File: src/rtl/rxfc_pkg.sv
package rxfc_pkg;
  // FIFO byte count to 64-byte units
  localparam int UNIT_SHIFT = 6;

  typedef enum logic {
    PK_STOP   = 1'b0,
    PK_RESUME = 1'b1
  } pkind_e;
endpackage

File: src/rtl/rxfc_level_cmp.sv
module rxfc_level_cmp #(
  parameter int CNT_W = 14,
  parameter int TH_W  = 8
) (
  input  logic [CNT_W-1:0] fifo_bytes,
  input  logic [TH_W-1:0]  hi_lvl,
  input  logic [TH_W-1:0]  lo_lvl,
  output logic             at_hi,
  output logic             below_lo
);
  import rxfc_pkg::*;

  localparam int W = (CNT_W > TH_W) ? CNT_W : TH_W;

  logic [W-1:0] units, hi_w, lo_w;

  assign units    = W'(fifo_bytes >> UNIT_SHIFT);
  assign hi_w     = W'(hi_lvl);
  assign lo_w     = W'(lo_lvl);
  assign at_hi    = (units >= hi_w);
  assign below_lo = (units <  lo_w);
endmodule

File: src/rtl/rxfc_pause_seq.sv
module rxfc_pause_seq #(
  parameter int PT_W = 16
) (
  input  logic            clk,
  input  logic            rst_n,
  input  logic            active,
  input  logic            at_hi,
  input  logic            below_lo,
  input  logic            ack,
  input  logic [PT_W-1:0] pause_time,
  output logic            pause_req,
  output logic [PT_W-1:0] pause_val
);
  import rxfc_pkg::*;

  logic   req_q, req_d;
  logic   sent_q, sent_d;
  logic   armed_q, armed_d;
  pkind_e kind_q, kind_d;
  logic   upd;

  always_comb begin
    req_d   = req_q;
    kind_d  = kind_q;
    sent_d  = sent_q;
    armed_d = armed_q;
    if (!active) begin
      req_d = 1'b0;
    end else begin
      if (req_q && ack) begin
        req_d  = 1'b0;
        sent_d = (kind_q == PK_STOP);
      end
      if (armed_q && at_hi) begin
        req_d   = 1'b1;
        kind_d  = PK_STOP;
        armed_d = 1'b0;
      end else if (!armed_q && below_lo) begin
        armed_d = 1'b1;
        if (sent_d) begin
          req_d  = 1'b1;
          kind_d = PK_RESUME;
        end else if (req_d && kind_d == PK_STOP) begin
          req_d = 1'b0;
        end
      end
    end
  end

  assign upd = (req_d != req_q) || (kind_d != kind_q) ||
               (sent_d != sent_q) || (armed_d != armed_q);

  always_ff @(posedge clk or negedge rst_n) begin
    if (!rst_n) begin
      req_q   <= 1'b0;
      kind_q  <= PK_STOP;
      sent_q  <= 1'b0;
      armed_q <= 1'b1;
    end else if (upd) begin
      req_q   <= req_d;
      kind_q  <= kind_d;
      sent_q  <= sent_d;
      armed_q <= armed_d;
    end
  end

  assign pause_req = req_q;
  assign pause_val = (kind_q == PK_RESUME) ? '0 : pause_time;
endmodule

File: src/rtl/rxfc_jam_timer.sv
module rxfc_jam_timer #(
  parameter int DUR_W    = 4,
  parameter int JAM_UNIT = 4
) (
  input  logic             clk,
  input  logic             rst_n,
  input  logic             active,
  input  logic             trig,
  input  logic [DUR_W-1:0] dur,
  output logic             jam
);
  localparam int MAX_CYC = (2 ** DUR_W) * JAM_UNIT;
  localparam int CW      = $clog2(MAX_CYC + 1);

  logic [CW-1:0] cnt_q, cnt_d, load_val;
  logic          upd;

  assign load_val = CW'((int'(dur) + 1) * JAM_UNIT);

  always_comb begin
    cnt_d = cnt_q;
    if (!active)          cnt_d = '0;
    else if (trig)        cnt_d = load_val;
    else if (cnt_q != '0) cnt_d = cnt_q - 1'b1;
  end

  assign upd = (cnt_d != cnt_q);

  always_ff @(posedge clk or negedge rst_n) begin
    if (!rst_n)   cnt_q <= '0;
    else if (upd) cnt_q <= cnt_d;
  end

  assign jam = (cnt_q != '0);
endmodule

File: src/rtl/rxfc_engine.sv
module rxfc_engine #(
  parameter int CNT_W    = 14,
  parameter int TH_W     = 8,
  parameter int PT_W     = 16,
  parameter int DUR_W    = 4,
  parameter int JAM_UNIT = 4
) (
  input  logic             clk,
  input  logic             rst_n,
  input  logic [CNT_W-1:0] fifo_bytes,
  input  logic [TH_W-1:0]  hi_lvl,
  input  logic [TH_W-1:0]  lo_lvl,
  input  logic [PT_W-1:0]  pause_time,
  input  logic [DUR_W-1:0] jam_dur,
  input  logic             full_duplex,
  input  logic             tx_en,
  input  logic             fc_en,
  input  logic             en_mcast,
  input  logic             en_bcast,
  input  logic             en_own,
  input  logic             rx_sof,
  input  logic             rx_mcast,
  input  logic             rx_bcast,
  input  logic             rx_own,
  input  logic             pause_ack,
  output logic             pause_req,
  output logic [PT_W-1:0]  pause_val,
  output logic             jam
);
  // reset: asserted asynchronously, released on a clock edge
  logic [1:0] rst_sync;
  logic       rst_int_n;

  always_ff @(posedge clk or negedge rst_n) begin
    if (!rst_n) rst_sync <= 2'b00;
    else        rst_sync <= {rst_sync[0], 1'b1};
  end
  assign rst_int_n = rst_sync[1];

  logic at_hi, below_lo;
  logic fd_active, hd_active, type_hit, jam_trig;

  rxfc_level_cmp #(.CNT_W(CNT_W), .TH_W(TH_W)) u_cmp (
    .fifo_bytes (fifo_bytes),
    .hi_lvl     (hi_lvl),
    .lo_lvl     (lo_lvl),
    .at_hi      (at_hi),
    .below_lo   (below_lo)
  );

  assign fd_active = tx_en & fc_en &  full_duplex;
  assign hd_active = tx_en & fc_en & ~full_duplex;
  assign type_hit  = (en_mcast & rx_mcast) | (en_bcast & rx_bcast) | (en_own & rx_own);
  assign jam_trig  = rx_sof & type_hit & at_hi;

  rxfc_pause_seq #(.PT_W(PT_W)) u_pause (
    .clk        (clk),
    .rst_n      (rst_int_n),
    .active     (fd_active),
    .at_hi      (at_hi),
    .below_lo   (below_lo),
    .ack        (pause_ack),
    .pause_time (pause_time),
    .pause_req  (pause_req),
    .pause_val  (pause_val)
  );

  rxfc_jam_timer #(.DUR_W(DUR_W), .JAM_UNIT(JAM_UNIT)) u_jam (
    .clk    (clk),
    .rst_n  (rst_int_n),
    .active (hd_active),
    .trig   (jam_trig),
    .dur    (jam_dur),
    .jam    (jam)
  );
endmodule

File: config.mk
export PLATFORM = sky130hd
export DESIGN_NAME = rxfc_engine
export DESIGN_NICKNAME = d
export VERILOG_FILES = /design/src/rtl/rxfc_pkg.sv /design/src/rtl/rxfc_level_cmp.sv /design/src/rtl/rxfc_pause_seq.sv /design/src/rtl/rxfc_jam_timer.sv /design/src/rtl/rxfc_engine.sv
export SDC_FILE = /design/constraint.sdc
export NUM_CORES = 1
export LEC_CHECK = 0
export ABC_AREA = 0
export CAP_MARGIN = 10
export CORE_MARGIN = 5
export CORE_UTILIZATION = 33
export CTS_CLUSTER_SIZE = 8
export DETAILED_ROUTE_END_ITERATION = 8
export MAX_ROUTING_LAYER = met4
export PLACE_DENSITY = 0.75
export SLEW_MARGIN = 30
export SYNTH_ARGS = -nofsm -noshare
export SYNTH_HDL_FRONTEND = slang
export SYNTH_SLANG_ARGS = --single-unit
File: constraint.sdc
create_clock -name clk -period 1.65 [get_ports clk]
set_input_delay 0.2475 -clock clk [delete_from_list [all_inputs] [get_ports clk]]
set_output_delay 0.2475 -clock clk [all_outputs]
set_load 0.005 [all_outputs]
# Word-level counts from Yosys, hierarchy flattened
# Cells that the tools add are included.
[classes]
eq_ne = 5
n_reduce_logical = 9
order_cmp = 2
mux = 21
addsub = 2
n_bitwise = 12
[op_table]
columns = ["operator", "count"]
rows = [
  ["7-bit two-way mux", 3],
  ["1-bit two-way mux", 17],
  ["16-bit two-way mux", 1],
  ["1-bit bitwise AND", 8],
  ["8-bit >= comparator", 1],
  ["8-bit less-than comparator", 1],
  ["7-bit inequality test", 1],
  ["7-bit nonzero test", 1],
  ["7-bit by 1-bit subtractor with 7-bit output, second input constant", 1],
  ["4-bit by 1-bit adder with 5-bit output, second input constant", 1],
  ["1-bit logical AND", 4],
  ["1-bit inequality test", 4],
  ["1-bit logical OR", 3],
  ["1-bit NOT", 2],
  ["1-bit bitwise OR", 2],
  ["1-bit zero test", 1],
]
[word_totals]
in_bits = 63
wordCells = 57
register_bits = 13
out_inout_bits = 18

# Longest topological paths before layout
# Gate-level depths: netlist of the first run.
[depth]
ltp_word = 13
mapped_depth = 8
depth_no_buf = 7

# Cells and area by module
# From an unflattened synthesis of the first run, not the netlist that was laid out.
[hier_totals]
cells_unflattened = 148
area_unflattened_um2 = 1261.2
[by_module_without_submodules]
columns = ["mod", "seq_area_each_um2", "n_inst", "cells_each", "area_per_inst_um2"]
rows = [
  ["rxfc_jam_timer", 175.2, 1, 48, 483.0],
  ["rxfc_level_cmp", 0.0, 1, 51, 371.6],
  ["rxfc_pause_seq", 101.3, 1, 40, 321.6],
  ["rxfc_engine", 50.0, 1, 9, 85.1],
]

# Least setup slack after synthesis of the first run
# OpenSTA, ideal clock, no wires.
[synth_path]
kind = "register to register"
startpoint = "reg u_jam.cnt_q[0]"
endpoint = "reg u_jam.cnt_q[2]"
t_required_ps = 1524
setup_time_ps = 126
path_stages_with_launch = 8
t_arrival_ps = 1550
slack_ps = -26
path_buffers = 0
synth_period_minus_slack_ps = 1676
path_cell_list = "dfrtp_1 inv_1 ha_1 or4b_4 nor3_4 inv_1 nand3_1 mux2i_1"
[synth_between]
elab_chain_len = 5
word_cells_on_any_way = 6
cone_classes = "add/sub: 1; eq/ne: 1; mux: 3; reduce/logical: 1"
[synth_lines]
columns = ["element", "line_no", "source"]
rows = [
  ["start: declaration", "rxfc_jam_timer.sv:15", "logic [CW-1:0] cnt_q, cnt_d, load_val;"],
  ["start signal: assignment", "rxfc_jam_timer.sv:31", "else if (upd) cnt_q <= cnt_d;"],
  ["7-bit nonzero test *", "--", ""],
  ["named net jam", "rxfc_engine.sv:28", "output logic jam"],
  ["7-bit two-way mux *", "rxfc_jam_timer.sv:24", "else if (cnt_q != '0) cnt_d = cnt_q - 1'b1;"],
  ["7-bit two-way mux *", "rxfc_jam_timer.sv:23", "else if (trig) cnt_d = load_val;"],
  ["7-bit two-way mux *", "rxfc_jam_timer.sv:22", "if (!active) cnt_d = '0;"],
  ["7-bit inequality test", "rxfc_jam_timer.sv:27", "assign upd = (cnt_d != cnt_q);"],
]
# The timed path passes the listed nets; every way through them passes the cells marked *.
# A chain may end at the register's enable or synchronous reset.

# Worst setup path after layout of the first run
[layout_path]
startpoint = "reg u_jam.cnt_q[0]"
endpoint = "out jam"
[layout_between]
elab_chain_len = 1
[layout_lines]
columns = ["element", "line_no", "source"]
rows = [
  ["7-bit nonzero test", "rxfc_jam_timer.sv:34", "assign jam = (cnt_q != '0);"],
  ["end: declaration", "rxfc_engine.sv:28", ""],
]
# Every way passes these cells.

==> out/qor.csv, run 1 <==
stage,metric,value,unit
worst_setup_path,Worst path most repeated cell,inv_2,
global_route,vias in the first global route,1417,
worst_setup_path,"Arr. time, crit path",1.67,ns
sta,Final Cycle Share,1.16,
yosys,cell taking the most area after synthesis,dfrtp_1,
power,Lkg Pwr,1.16,nW
layout,highest-count cells in the layout ignoring fill and taps,"clkdlybuf4s50_1, dlygate4sd2_1, buf_4, nor2b_1, dfrtp_1",
worst_setup_path,crit path cell chain,inv_2 -> ha_4 -> or4b_4 -> nor3_4 -> inv_2 -> buf_2,
yosys,Unique masters post-synth,36,
global_route,Total GRT Usage,0.146,
yosys,Main synth FF type,dfrtp_1,
clock_network,Clock Path Buffers,2,
sta,"Hold Violations, Final",0,
layout,n_diodes,0,
sta,max-slew violations,0,
floorplanning,die area,0.00503,mm²
yosys,synthesized-area fraction occupied by adder cells,0.174,
status,status,"complete, but fails checks",
worst_setup_path,CP Class,reg -> out,
sta,final worst path period need,1.92,ns
yosys,Mapped Area,0.00122,mm²
placement,Post-DP Area,0.00217,mm²
worst_setup_path,CP max FO,2,
layout,post-route design area,0.00247,mm²
clock_network,CTS tree,done,
yosys,Synth Area in XOR/XNOR,0.0429,
worst_setup_path,CP startpoint kind,flip-flop,
clock_network,H-tree lvl count,1,
layout,"leading cell type in the layout, fill and taps excluded",clkdlybuf4s50_1,
yosys,Synth Instances,144,
global_route,GRT overflow,0,
clock_network,Sink Count,13,
routing,vias post-DR,1363,
floorplanning,Row Count,22,
yosys,mux contribution to synthesized area,0.0573,
clock_network,worst-skew pair later-pin latency,0.24,ns
layout,synthesis-to-finish area growth,102,%
floorplanning,I/O pins,81,
yosys,"Async S/R FF share, synth",1.00,
routing,DRC viols,0,
sta,fmax,0.520,GHz
yosys,Area contributors post-synth,"dfrtp_1, ha_1, nor2b_1, inv_1, mux2i_1",
worst_setup_path,crit-path max cell delay,0.47,ns
yosys,top-area cell type share of the netlist area,0.245,
clock_network,TritonCTS buffer count,3,
power,Worst VDD drop,366,µV
worst_setup_path,highest-delay cell along the critical path,or4b_4,
worst_setup_path,CP Data Required Time,1.40,ns
sta,final setup vio count,8,
worst_setup_path,CP endpoint kind,primary output,
yosys,"Avg Cell Area, Syn",8.50,µm²
layout,final net count,327,
placement,number of port buffers,74,
global_route,initial antenna violation count,0,
yosys,Synthesized Nets,224,
yosys,Synth Register Bits,13,
placement,detailed placement HPWL,2890,µm
floorplanning,CORE AREA,0.00363,mm²
floorplanning,starting density of the core,0.337,
sta,RSZ-0062 raised after global routing,yes,
routing,final WL,3730,µm
layout,share of cells above drive strength 1,0.325,
yosys,largest family of logic cells by synthesized area,simple AND/OR/NAND/NOR gates,
power,PwrDens,642,mW/mm²
clock_network,Worst-path clk slew,0.05,ns
run,Max-cap violations,0,
global_route,global-route wire length before repair,5820,µm
sta,clock skew,0.00110,ns
sta,setup total negative slack,-0.660,ns
yosys,post-synthesis compound-gate area fraction,0.124,
sta,fin worst setup slack,-0.272,ns
floorplanning,Die X,70.9,µm
yosys,Post-synth EDFFs,0,
global_route,largest net degree at the start of global routing,12,
status,failing checks,negative setup slack,
routing,number of vias per cell,4.64,
routing,DR WL/cell,12.7,µm
routing,drt initial violations,17,
yosys,sequential area share after synthesis,0.267,
min_path,hold crit path type,in -> async,
routing,Pre-antenna DRT Iters,4,
yosys,Yosys Warn Count,0,
routing,post-route ant nets,0,
clock_network,Root Buffer,clkbuf_8,
floorplanning,die height,70.9,µm
placement,RePlAce Congestion,0.817,
yosys,Synth Area in Simple Gates,0.261,
-- repair_timing --
item                                    in CTS  in global routing
buffers inserted                             7                  3
gates resized for setup                     68                 29
hold buffers                                 0                  0
pin swaps                                   18                 15
endpoints found under the setup margin      27                 10
-- synthesized netlist by cell type, types with 2 or more instances --
library cell  instances
xnor2_1               3
inv_1                20
nor2b_1              18
xor2_1                3
o21ai_0               8
dfrtp_1              12
nand4_1               2
nor3_1                2
nand2b_1              4
a21oi_1               4
nand3_1               6
nor2_1                5
clkbuf_1              2
a211oi_1              2
and3_1                2
ha_1                 17
nand2_1               9
mux2i_1               7
-- cell type report --
type                       instances  area (µm²)
inverter                          20        75.1
timing repair buffer             101         923
fill                             306        1160
sequential                        13         328
clock buffer                       4        45.0
multi-input combinational        108        1040
tap                               48        60.1
-- critical path: cells and delay by family (launching register included) --
family                     cells  cell delay, ns
adders and majority gates      1            0.14
buffers and inverters          3            0.26
and+or+nand+nor                2            0.64
DFF                            1            0.39
-- state kept, by name (all words and copies together), names as in the netlist --
register,flops
u_pause.sent_q,1
u_pause.pause_req,1
u_pause.armed_q,1
rst_sync,2
u_pause.kind_q,1
u_jam.cnt_q,7
-- path summary, 6_finish.rpt --
path                                     start                end  slack [ns]  cells past startpoint
worst max-delay path            u_jam.cnt_q[0]                jam       -0.27                      6
worst min-delay path                     rst_n        rst_sync[0]        0.16                      1
worst max register to register  u_jam.cnt_q[0]     u_jam.cnt_q[1]       -0.09                      8
worst min register to register     rst_sync[1]  u_pause.pause_req        0.18                      0
max in group asynchronous          rst_sync[1]    u_pause.armed_q        1.13                      0
min in group clk                   rst_sync[0]        rst_sync[1]        0.35                      0
-- routing by layer --
metal | vias up | wire length (µm) | share of wire | global-route usage
met5 | - | 0 | 0 | -
met4 | 0 | 85 | 0.023 | 0.0501
met3 | 8 | 209 | 0.056 | 0.0284
met2 | 47 | 1990 | 0.53 | 0.262
met1 | 615 | 1440 | 0.39 | 0.162
li1 | 693 | - | - | -
-- power breakdown --
part	internal, W	total [W]	leakage, nW	switching (W)
Combinational	0.000541	0.000912	0.973	0.000371
Sequential	0.000366	0.000393	0.168	0.0000273
Clock	0.000171	0.000282	0.0228	0.000112
Total	0.00108	0.00159	1.16	0.000510
-- cell families (layout without fill, tap and decap cells) --
logic type	count (synthesis)	count (layout)
buf+inv	23	125
flops	13	13
other cells	1	1
mux	7	7
compound gates	23	23
xor+xnor	6	6
simple gates	54	54
fa+ha+maj	17	17
-- stage by stage --
step            util  total power [W]  worst slack, ns  std cells  hold slack, ns
6_report       0.681          0.00159           -0.272        294           0.164
5_1_grt        0.681          0.00170           -0.357        294           0.167
4_1_cts        0.652          0.00155           -0.262        291           0.166
3_5_place_dp   0.598          0.00118           -0.543        281           0.201
3_3_place_gp   0.598          0.00118           -0.523        281           0.189
2_1_floorplan      -         0.000710          0.00109        144         -0.0481
Power figures use the tool's default switching activity.
==> run 2: changes to the inputs <==
--- a/config.mk
+++ b/config.mk
@@ -9,7 +9,7 @@
 export CAP_MARGIN = 10
 export CORE_MARGIN = 5
 export CORE_UTILIZATION = 33
-export CTS_CLUSTER_SIZE = 8
+export CTS_CLUSTER_SIZE = 24
 export DETAILED_ROUTE_END_ITERATION = 8
 export MAX_ROUTING_LAYER = met4
 export PLACE_DENSITY = 0.75
==> results of run 2 <==
Same layout as run 1: the final DEF is identical, and so are final timing and power.
==> run 3: changes to the inputs <==
--- a/config.mk
+++ b/config.mk
@@ -11,6 +11,7 @@
 export CORE_UTILIZATION = 33
 export CTS_CLUSTER_SIZE = 24
 export DETAILED_ROUTE_END_ITERATION = 8
+export HOLD_SLACK_MARGIN = 0.02
 export MAX_ROUTING_LAYER = met4
 export PLACE_DENSITY = 0.75
 export SLEW_MARGIN = 30
==> results of run 3 <==
Same layout as run 1: the final DEF is identical, and so are final timing and power.
